===== src/rtl/pwm_timer_pkg.sv =====
package pwm_timer_pkg;
  localparam int NUM_CH  = 4;
  localparam int WIN_W   = 16;
  localparam int ADDR_W  = 4;
  localparam int DATA_W  = 32;

  localparam logic [ADDR_W-1:0] A_CFG    = 4'd0;
  localparam logic [ADDR_W-1:0] A_CNT    = 4'd2;
  localparam logic [ADDR_W-1:0] A_SCALED = 4'd4;
  localparam logic [ADDR_W-1:0] A_CMP0   = 4'd8;

  localparam int CFG_ZCMP    = 9;
  localparam int CFG_ALWAYS  = 12;
  localparam int CFG_ONESHOT = 13;
  localparam int CFG_CTR_LSB = 16;
  localparam int CFG_GANG_LSB = 24;
  localparam int CFG_PEND_LSB = 28;
endpackage


===== src/rtl/pwm_counter.sv =====
module pwm_counter #(
  parameter int CNT_W   = 31,
  parameter int SCALE_W = 4,
  parameter int WIN_W   = 16
) (
  input  logic               clk_i,
  input  logic               rst_ni,
  input  logic               en_i,
  input  logic               zero_i,
  input  logic               ld_i,
  input  logic [CNT_W-1:0]   ld_val_i,
  input  logic [SCALE_W-1:0] scale_i,
  output logic [CNT_W-1:0]   cnt_o,
  output logic [WIN_W-1:0]   win_o,
  output logic               wrap_o
);
  logic [CNT_W-1:0] cnt_q;
  logic [CNT_W-1:0] shifted;

  assign shifted = cnt_q >> scale_i;
  assign win_o   = shifted[WIN_W-1:0];
  assign wrap_o  = &win_o;
  assign cnt_o   = cnt_q;

  always_ff @(posedge clk_i or negedge rst_ni) begin
    if (!rst_ni)            cnt_q <= '0;
    else if (ld_i)          cnt_q <= ld_val_i;
    else if (en_i) begin
      if (wrap_o || zero_i) cnt_q <= '0;
      else                  cnt_q <= cnt_q + CNT_W'(1);
    end
  end
endmodule


===== src/rtl/pwm_cmp_ch.sv =====
module pwm_cmp_ch #(
  parameter int WIN_W = 16
) (
  input  logic             en_i,
  input  logic             center_i,
  input  logic [WIN_W-1:0] win_i,
  input  logic [WIN_W-1:0] thr_i,
  output logic             act_o
);
  logic [WIN_W-1:0] folded;

  // fold the upper half back down for centre-aligned pulses
  assign folded = (center_i && win_i[WIN_W-1]) ? ~win_i : win_i;
  assign act_o  = en_i && (folded >= thr_i);
endmodule


===== src/rtl/pwm_timer.sv =====
module pwm_timer
  import pwm_timer_pkg::*;
#(
  parameter int CNT_W   = 31,
  parameter int SCALE_W = 4
) (
  input  logic              clk_i,
  input  logic              rst_ni,
  input  logic              we_i,
  input  logic [ADDR_W-1:0] addr_i,
  input  logic [DATA_W-1:0] wdata_i,
  output logic [DATA_W-1:0] rdata_o,
  output logic [NUM_CH-1:0] cmp_o,
  output logic [NUM_CH-1:0] irq_o
);
  localparam int CH_IDX_W = $clog2(NUM_CH);

  logic [DATA_W-1:0] cfg_q;
  logic [WIN_W-1:0]  thr_q [NUM_CH];
  logic [CNT_W-1:0]  cnt_q;
  logic [WIN_W-1:0]  win;
  logic              wrap;
  logic [NUM_CH-1:0] act, act_q, rise;
  logic              en, cfg_wr, cnt_wr, os_clr;

  assign en     = cfg_q[CFG_ALWAYS] | cfg_q[CFG_ONESHOT];
  assign cfg_wr = we_i && (addr_i == A_CFG);
  assign cnt_wr = we_i && (addr_i == A_CNT);
  assign rise   = act & ~act_q;
  assign os_clr = en && (wrap || act[0]);

  pwm_counter #(.CNT_W(CNT_W), .SCALE_W(SCALE_W), .WIN_W(WIN_W)) u_cnt (
    .clk_i    (clk_i),
    .rst_ni   (rst_ni),
    .en_i     (en),
    .zero_i   (cfg_q[CFG_ZCMP] && act[0]),
    .ld_i     (cnt_wr),
    .ld_val_i (wdata_i[CNT_W-1:0]),
    .scale_i  (cfg_q[SCALE_W-1:0]),
    .cnt_o    (cnt_q),
    .win_o    (win),
    .wrap_o   (wrap)
  );

  for (genvar i = 0; i < NUM_CH; i++) begin : g_ch
    localparam int NXT = (i + 1) % NUM_CH;

    pwm_cmp_ch #(.WIN_W(WIN_W)) u_ch (
      .en_i     (en),
      .center_i (cfg_q[CFG_CTR_LSB+i]),
      .win_i    (win),
      .thr_i    (thr_q[i]),
      .act_o    (act[i])
    );

    always_ff @(posedge clk_i or negedge rst_ni) begin
      if (!rst_ni)                                        thr_q[i] <= '0;
      else if (we_i && addr_i == A_CMP0 + ADDR_W'(i))     thr_q[i] <= wdata_i[WIN_W-1:0];
    end

    assign cmp_o[i] = cfg_q[CFG_GANG_LSB+i] ? (act[i] & ~act[NXT]) : act[i];
    assign irq_o[i] = cfg_q[CFG_PEND_LSB+i];
  end

  always_ff @(posedge clk_i or negedge rst_ni) begin
    if (!rst_ni) act_q <= '0;
    else         act_q <= act;
  end

  // software write beats hardware set/clear in the same cycle
  always_ff @(posedge clk_i or negedge rst_ni) begin
    if (!rst_ni) cfg_q <= '0;
    else if (cfg_wr) cfg_q <= wdata_i;
    else begin
      if (os_clr) cfg_q[CFG_ONESHOT] <= 1'b0;
      for (int i = 0; i < NUM_CH; i++)
        if (rise[i]) cfg_q[CFG_PEND_LSB+i] <= 1'b1;
    end
  end

  always_comb begin
    rdata_o = '0;
    if (addr_i == A_CFG)         rdata_o = cfg_q;
    else if (addr_i == A_CNT)    rdata_o[CNT_W-1:0] = cnt_q;
    else if (addr_i == A_SCALED) rdata_o[WIN_W-1:0] = win;
    else if (addr_i[ADDR_W-1:CH_IDX_W] == A_CMP0[ADDR_W-1:CH_IDX_W])
      rdata_o[WIN_W-1:0] = thr_q[addr_i[CH_IDX_W-1:0]];
  end
endmodule


===== config.mk =====
export PLATFORM = sky130hd
export DESIGN_NAME = pwm_timer
export DESIGN_NICKNAME = d
export VERILOG_FILES = /design/src/rtl/pwm_timer_pkg.sv /design/src/rtl/pwm_counter.sv /design/src/rtl/pwm_cmp_ch.sv /design/src/rtl/pwm_timer.sv
export SDC_FILE = /design/constraint.sdc
export NUM_CORES = 1
export LEC_CHECK = 0
export ABC_AREA = 1
export BUFFER_PORTS_ARGS = -buffer_cell sky130_fd_sc_hd__clkbuf_2
export CELL_PAD_IN_SITES_DETAIL_PLACEMENT = 0
export CELL_PAD_IN_SITES_GLOBAL_PLACEMENT = 1
export CORE_ASPECT_RATIO = 1.5
export CORE_UTILIZATION = 45
export DETAILED_ROUTE_END_ITERATION = 7
export GPL_ROUTABILITY_DRIVEN = 0
export PLACE_DENSITY_LB_ADDON = 0.25
export SLEW_MARGIN = 40
export SYNTH_ARGS = -nofsm -noshare
export SYNTH_HDL_FRONTEND = slang
export SYNTH_SLANG_ARGS = --single-unit

===== constraint.sdc =====
create_clock -name clk_i -period 4.31 [get_ports clk_i]
set_clock_uncertainty 0.2 [all_clocks]
set_input_delay 0 -clock clk_i [delete_from_list [all_inputs] [get_ports clk_i]]
set_output_delay 0 -clock clk_i [all_outputs]
set_load 0.05 [all_outputs]

==> results.ini <==
[yosys]
syn_area_per_cell_um2=7.13
synth_seq_cells=131
syn_nets=1551
netlist_instances=1447
async_reset_ff_share_pct=100
syn_area_um2=10300
ys.flop_type=dfrtp_1
synth_edf_count=0
synth-warning-count=0
synth_cell_types=38
seq_area_frac_synth_pct=31.8

[sta]
tns_ns=0
clock.fmax_ghz=0.243
hold_slack_ns=-0.0139
period_share_pct=95.7
slew_viol_final=0
finalHoldViolCount=29
rsz0062_at_grt=true
max-slew-margin-rel_pct=43.1
worst_pin_slew_ns=0.852
period_needed_ns=4.12
setup_viol=0

[clock_network]
cts_tree=built
max-clock-path-buffers=2
clkTransAtPathRegs_ns=0.06
insertion_delay_ns=0.44
clock-sinks=131
cts_buffers=17
ctsRootBufferMaster=clkbuf_16
cts_max_level=4
cts_setup_buffers=0

[layout]
area_growth_pct=15.8
final_common_cell=nand2_1
regArea_um2=3280
final_nets=1639
stdcell_area_um2=11900
drive_above_1_share_pct=13.8
diodes=0
fill_cells=2240
multi_input_area_um2=6060
final_cell_mix=nand2_1 (318), nand3_1 (187), inv_1 (160)

[floorplanning]
die_h_um=187
rows=67
io_pins=79
start_util_pct=46.1
die_x_um=126
die-area_um2=23500
core_um2=22400

[worst_setup_path]
r2r_slack_ns=0.50
crit_required_ns=4.11
start_kind=flip-flop
cp_max_fo=16
r2r_start=cfg_q[0]
reg2regPathDepth=19
cp-end-kind=output port
critPathKind=flip-flop to output port
worstReg2RegEnd=u_cnt.cnt_o[0]
worstPathArrival_ns=3.92

[global_routing]
grt_pass1_vias=9987
antenna_found_initial=0
grt-ovfl-total=0
grt.total_usage_pct=31.1
grt_start_max_net_pins=95
grt_pass1_wl_um=55200

[power_and_ir_drop]
vdd_drop_max_uv=505
p_leak_uw=0.00571
power_density_nw_per_um2=670
fin_total_pwr_uw=8000

[status]
violations=DRC, hold timing
run_status=finished, violations left

[routing]
wl_per_cell_um=19.6
drt_wl_total_um=35700
dr_total_vias=10375
vias_per_cell=5.70
drt_pass1_iterations=7
drc=2
drtAntennaViolNets=0
drt_iter0_drc=808

[place]
dp_hpwl_um=26800
io_buffers=78
placed_area_um2=11000

[hold_path]
hp-class=input pin to async pin

[run]
cap_viol_max_count=0

[flip-flops by register name, summed over array words and instances (netlist names)]
register / cells
thr_q: 64
cfg_q: 32
u_cnt.cnt_o: 31
act_q: 4
[through the flow]
step / util (%) / hold WS (ns) / setup WS (ns) / cells
2_1_floorplan: - / -0.496 / 0.829 / 1447
3_3_place_gp: 49.0 / -0.0353 / 0.442 / 1758
3_5_place_dp: 49.0 / -0.117 / 0.332 / 1758
4_1_cts: 53.1 / 0.00218 / -0.00982 / 1821
5_1_grt: 53.3 / 0.0407 / -0.0243 / 1821
6_report: 53.3 / -0.0139 / 0.187 / 1821
[cells in the mapped netlist, types with 16 or more instances]
master	instances	area (µm²)
nand3_1	188	941
nand2_1	318	1190
xor2_1	62	543
nand2_2	21	131
a21oi_1	44	220
nand4_1	21	131
dfrtp_1	131	3280
o22ai_1	58	363
nor2_1	69	259
ha_1	65	813
buf_2	16	80.1
clkbuf_1	37	139
inv_1	160	601
o21ai_0	137	686
o21bai_2	20	225
[power by group]
part | total [µW] | internal, µW | switching [µW]
registers | 2000 | 1600 | 400
logic | 4530 | 1640 | 2890
clock network | 1460 | 914 | 549
total | 8000 | 4160 | 3840
[worst max-delay path: stages, from the launching register on]
cell and delay, ns:
dfrtp_1 0.39, inv_2 0.23, nand2_1 0.14, nand3_1 0.11
nand3_1 0.12, nand3_1 0.10, nand2_1 0.10, inv_2 0.19
nand2_4 0.21, xor2_1 0.21, ha_1 0.30, nand2_1 0.06
o21ai_0 0.26, nand2_1 0.09, o211ai_1 0.13, nand2_1 0.08
nand3_1 0.19, nand2_1 0.13, a21oi_1 0.24, buf_12 0.18
[cell families (layout without fill, tap and decap cells)]
group / after synthesis / count (layout) / share of synthesized area (%)
fa+ha+maj: 65 / 65 / 7.89
simple gates: 645 / 645 / 27.8
flops: 131 / 131 / 31.8
xor+xnor: 62 / 62 / 5.27
buf+inv: 245 / 343 / 10.1
compound gates: 299 / 299 / 17.2
[worst max-delay path by stage]
stage	startpoint	to	slack [ns]	depth (start not counted)
finish	cfg_q[0]	cmp_o[1]	0.19	19
global route	cfg_q[0]	cmp_o[1]	-0.02	19
CTS	cfg_q[0]	cmp_o[3]	-0.01	19
detailed placement	cfg_q[0]	u_cnt.cnt_o[0]	0.33	19
global placement	cfg_q[0]	u_cnt.cnt_o[7]	0.44	19
floorplan	cfg_q[1]	cmp_o[3]	0.83	17
[what timing repair did]
item	4_1_cts	5_1_grt
resized for setup	1	11
endpoints found under the setup margin	1	32
hold buffers	34	0
endpoints found under the hold margin	220	0
[routing by layer]
layer  global-route usage [%]  part of all wire (%)  vias up
met5                        0                     0        -
li1                         -                     -     4999
met1                     34.4                    39     4967
met3                     4.81                   3.5      110
met2                     55.1                    51      299
met4                     20.3                   6.5        0
[area by class of cell]
class,count,share of cell area (%)
sequential,131,27.5
clock inverter,5,0.629
tap,276,2.89
multi-input combinational,1071,50.7
inverter,171,5.38
clock buffer,24,4.20
timing repair buffer,143,8.69
No activity file was read; power rests on OpenSTA's default activity.
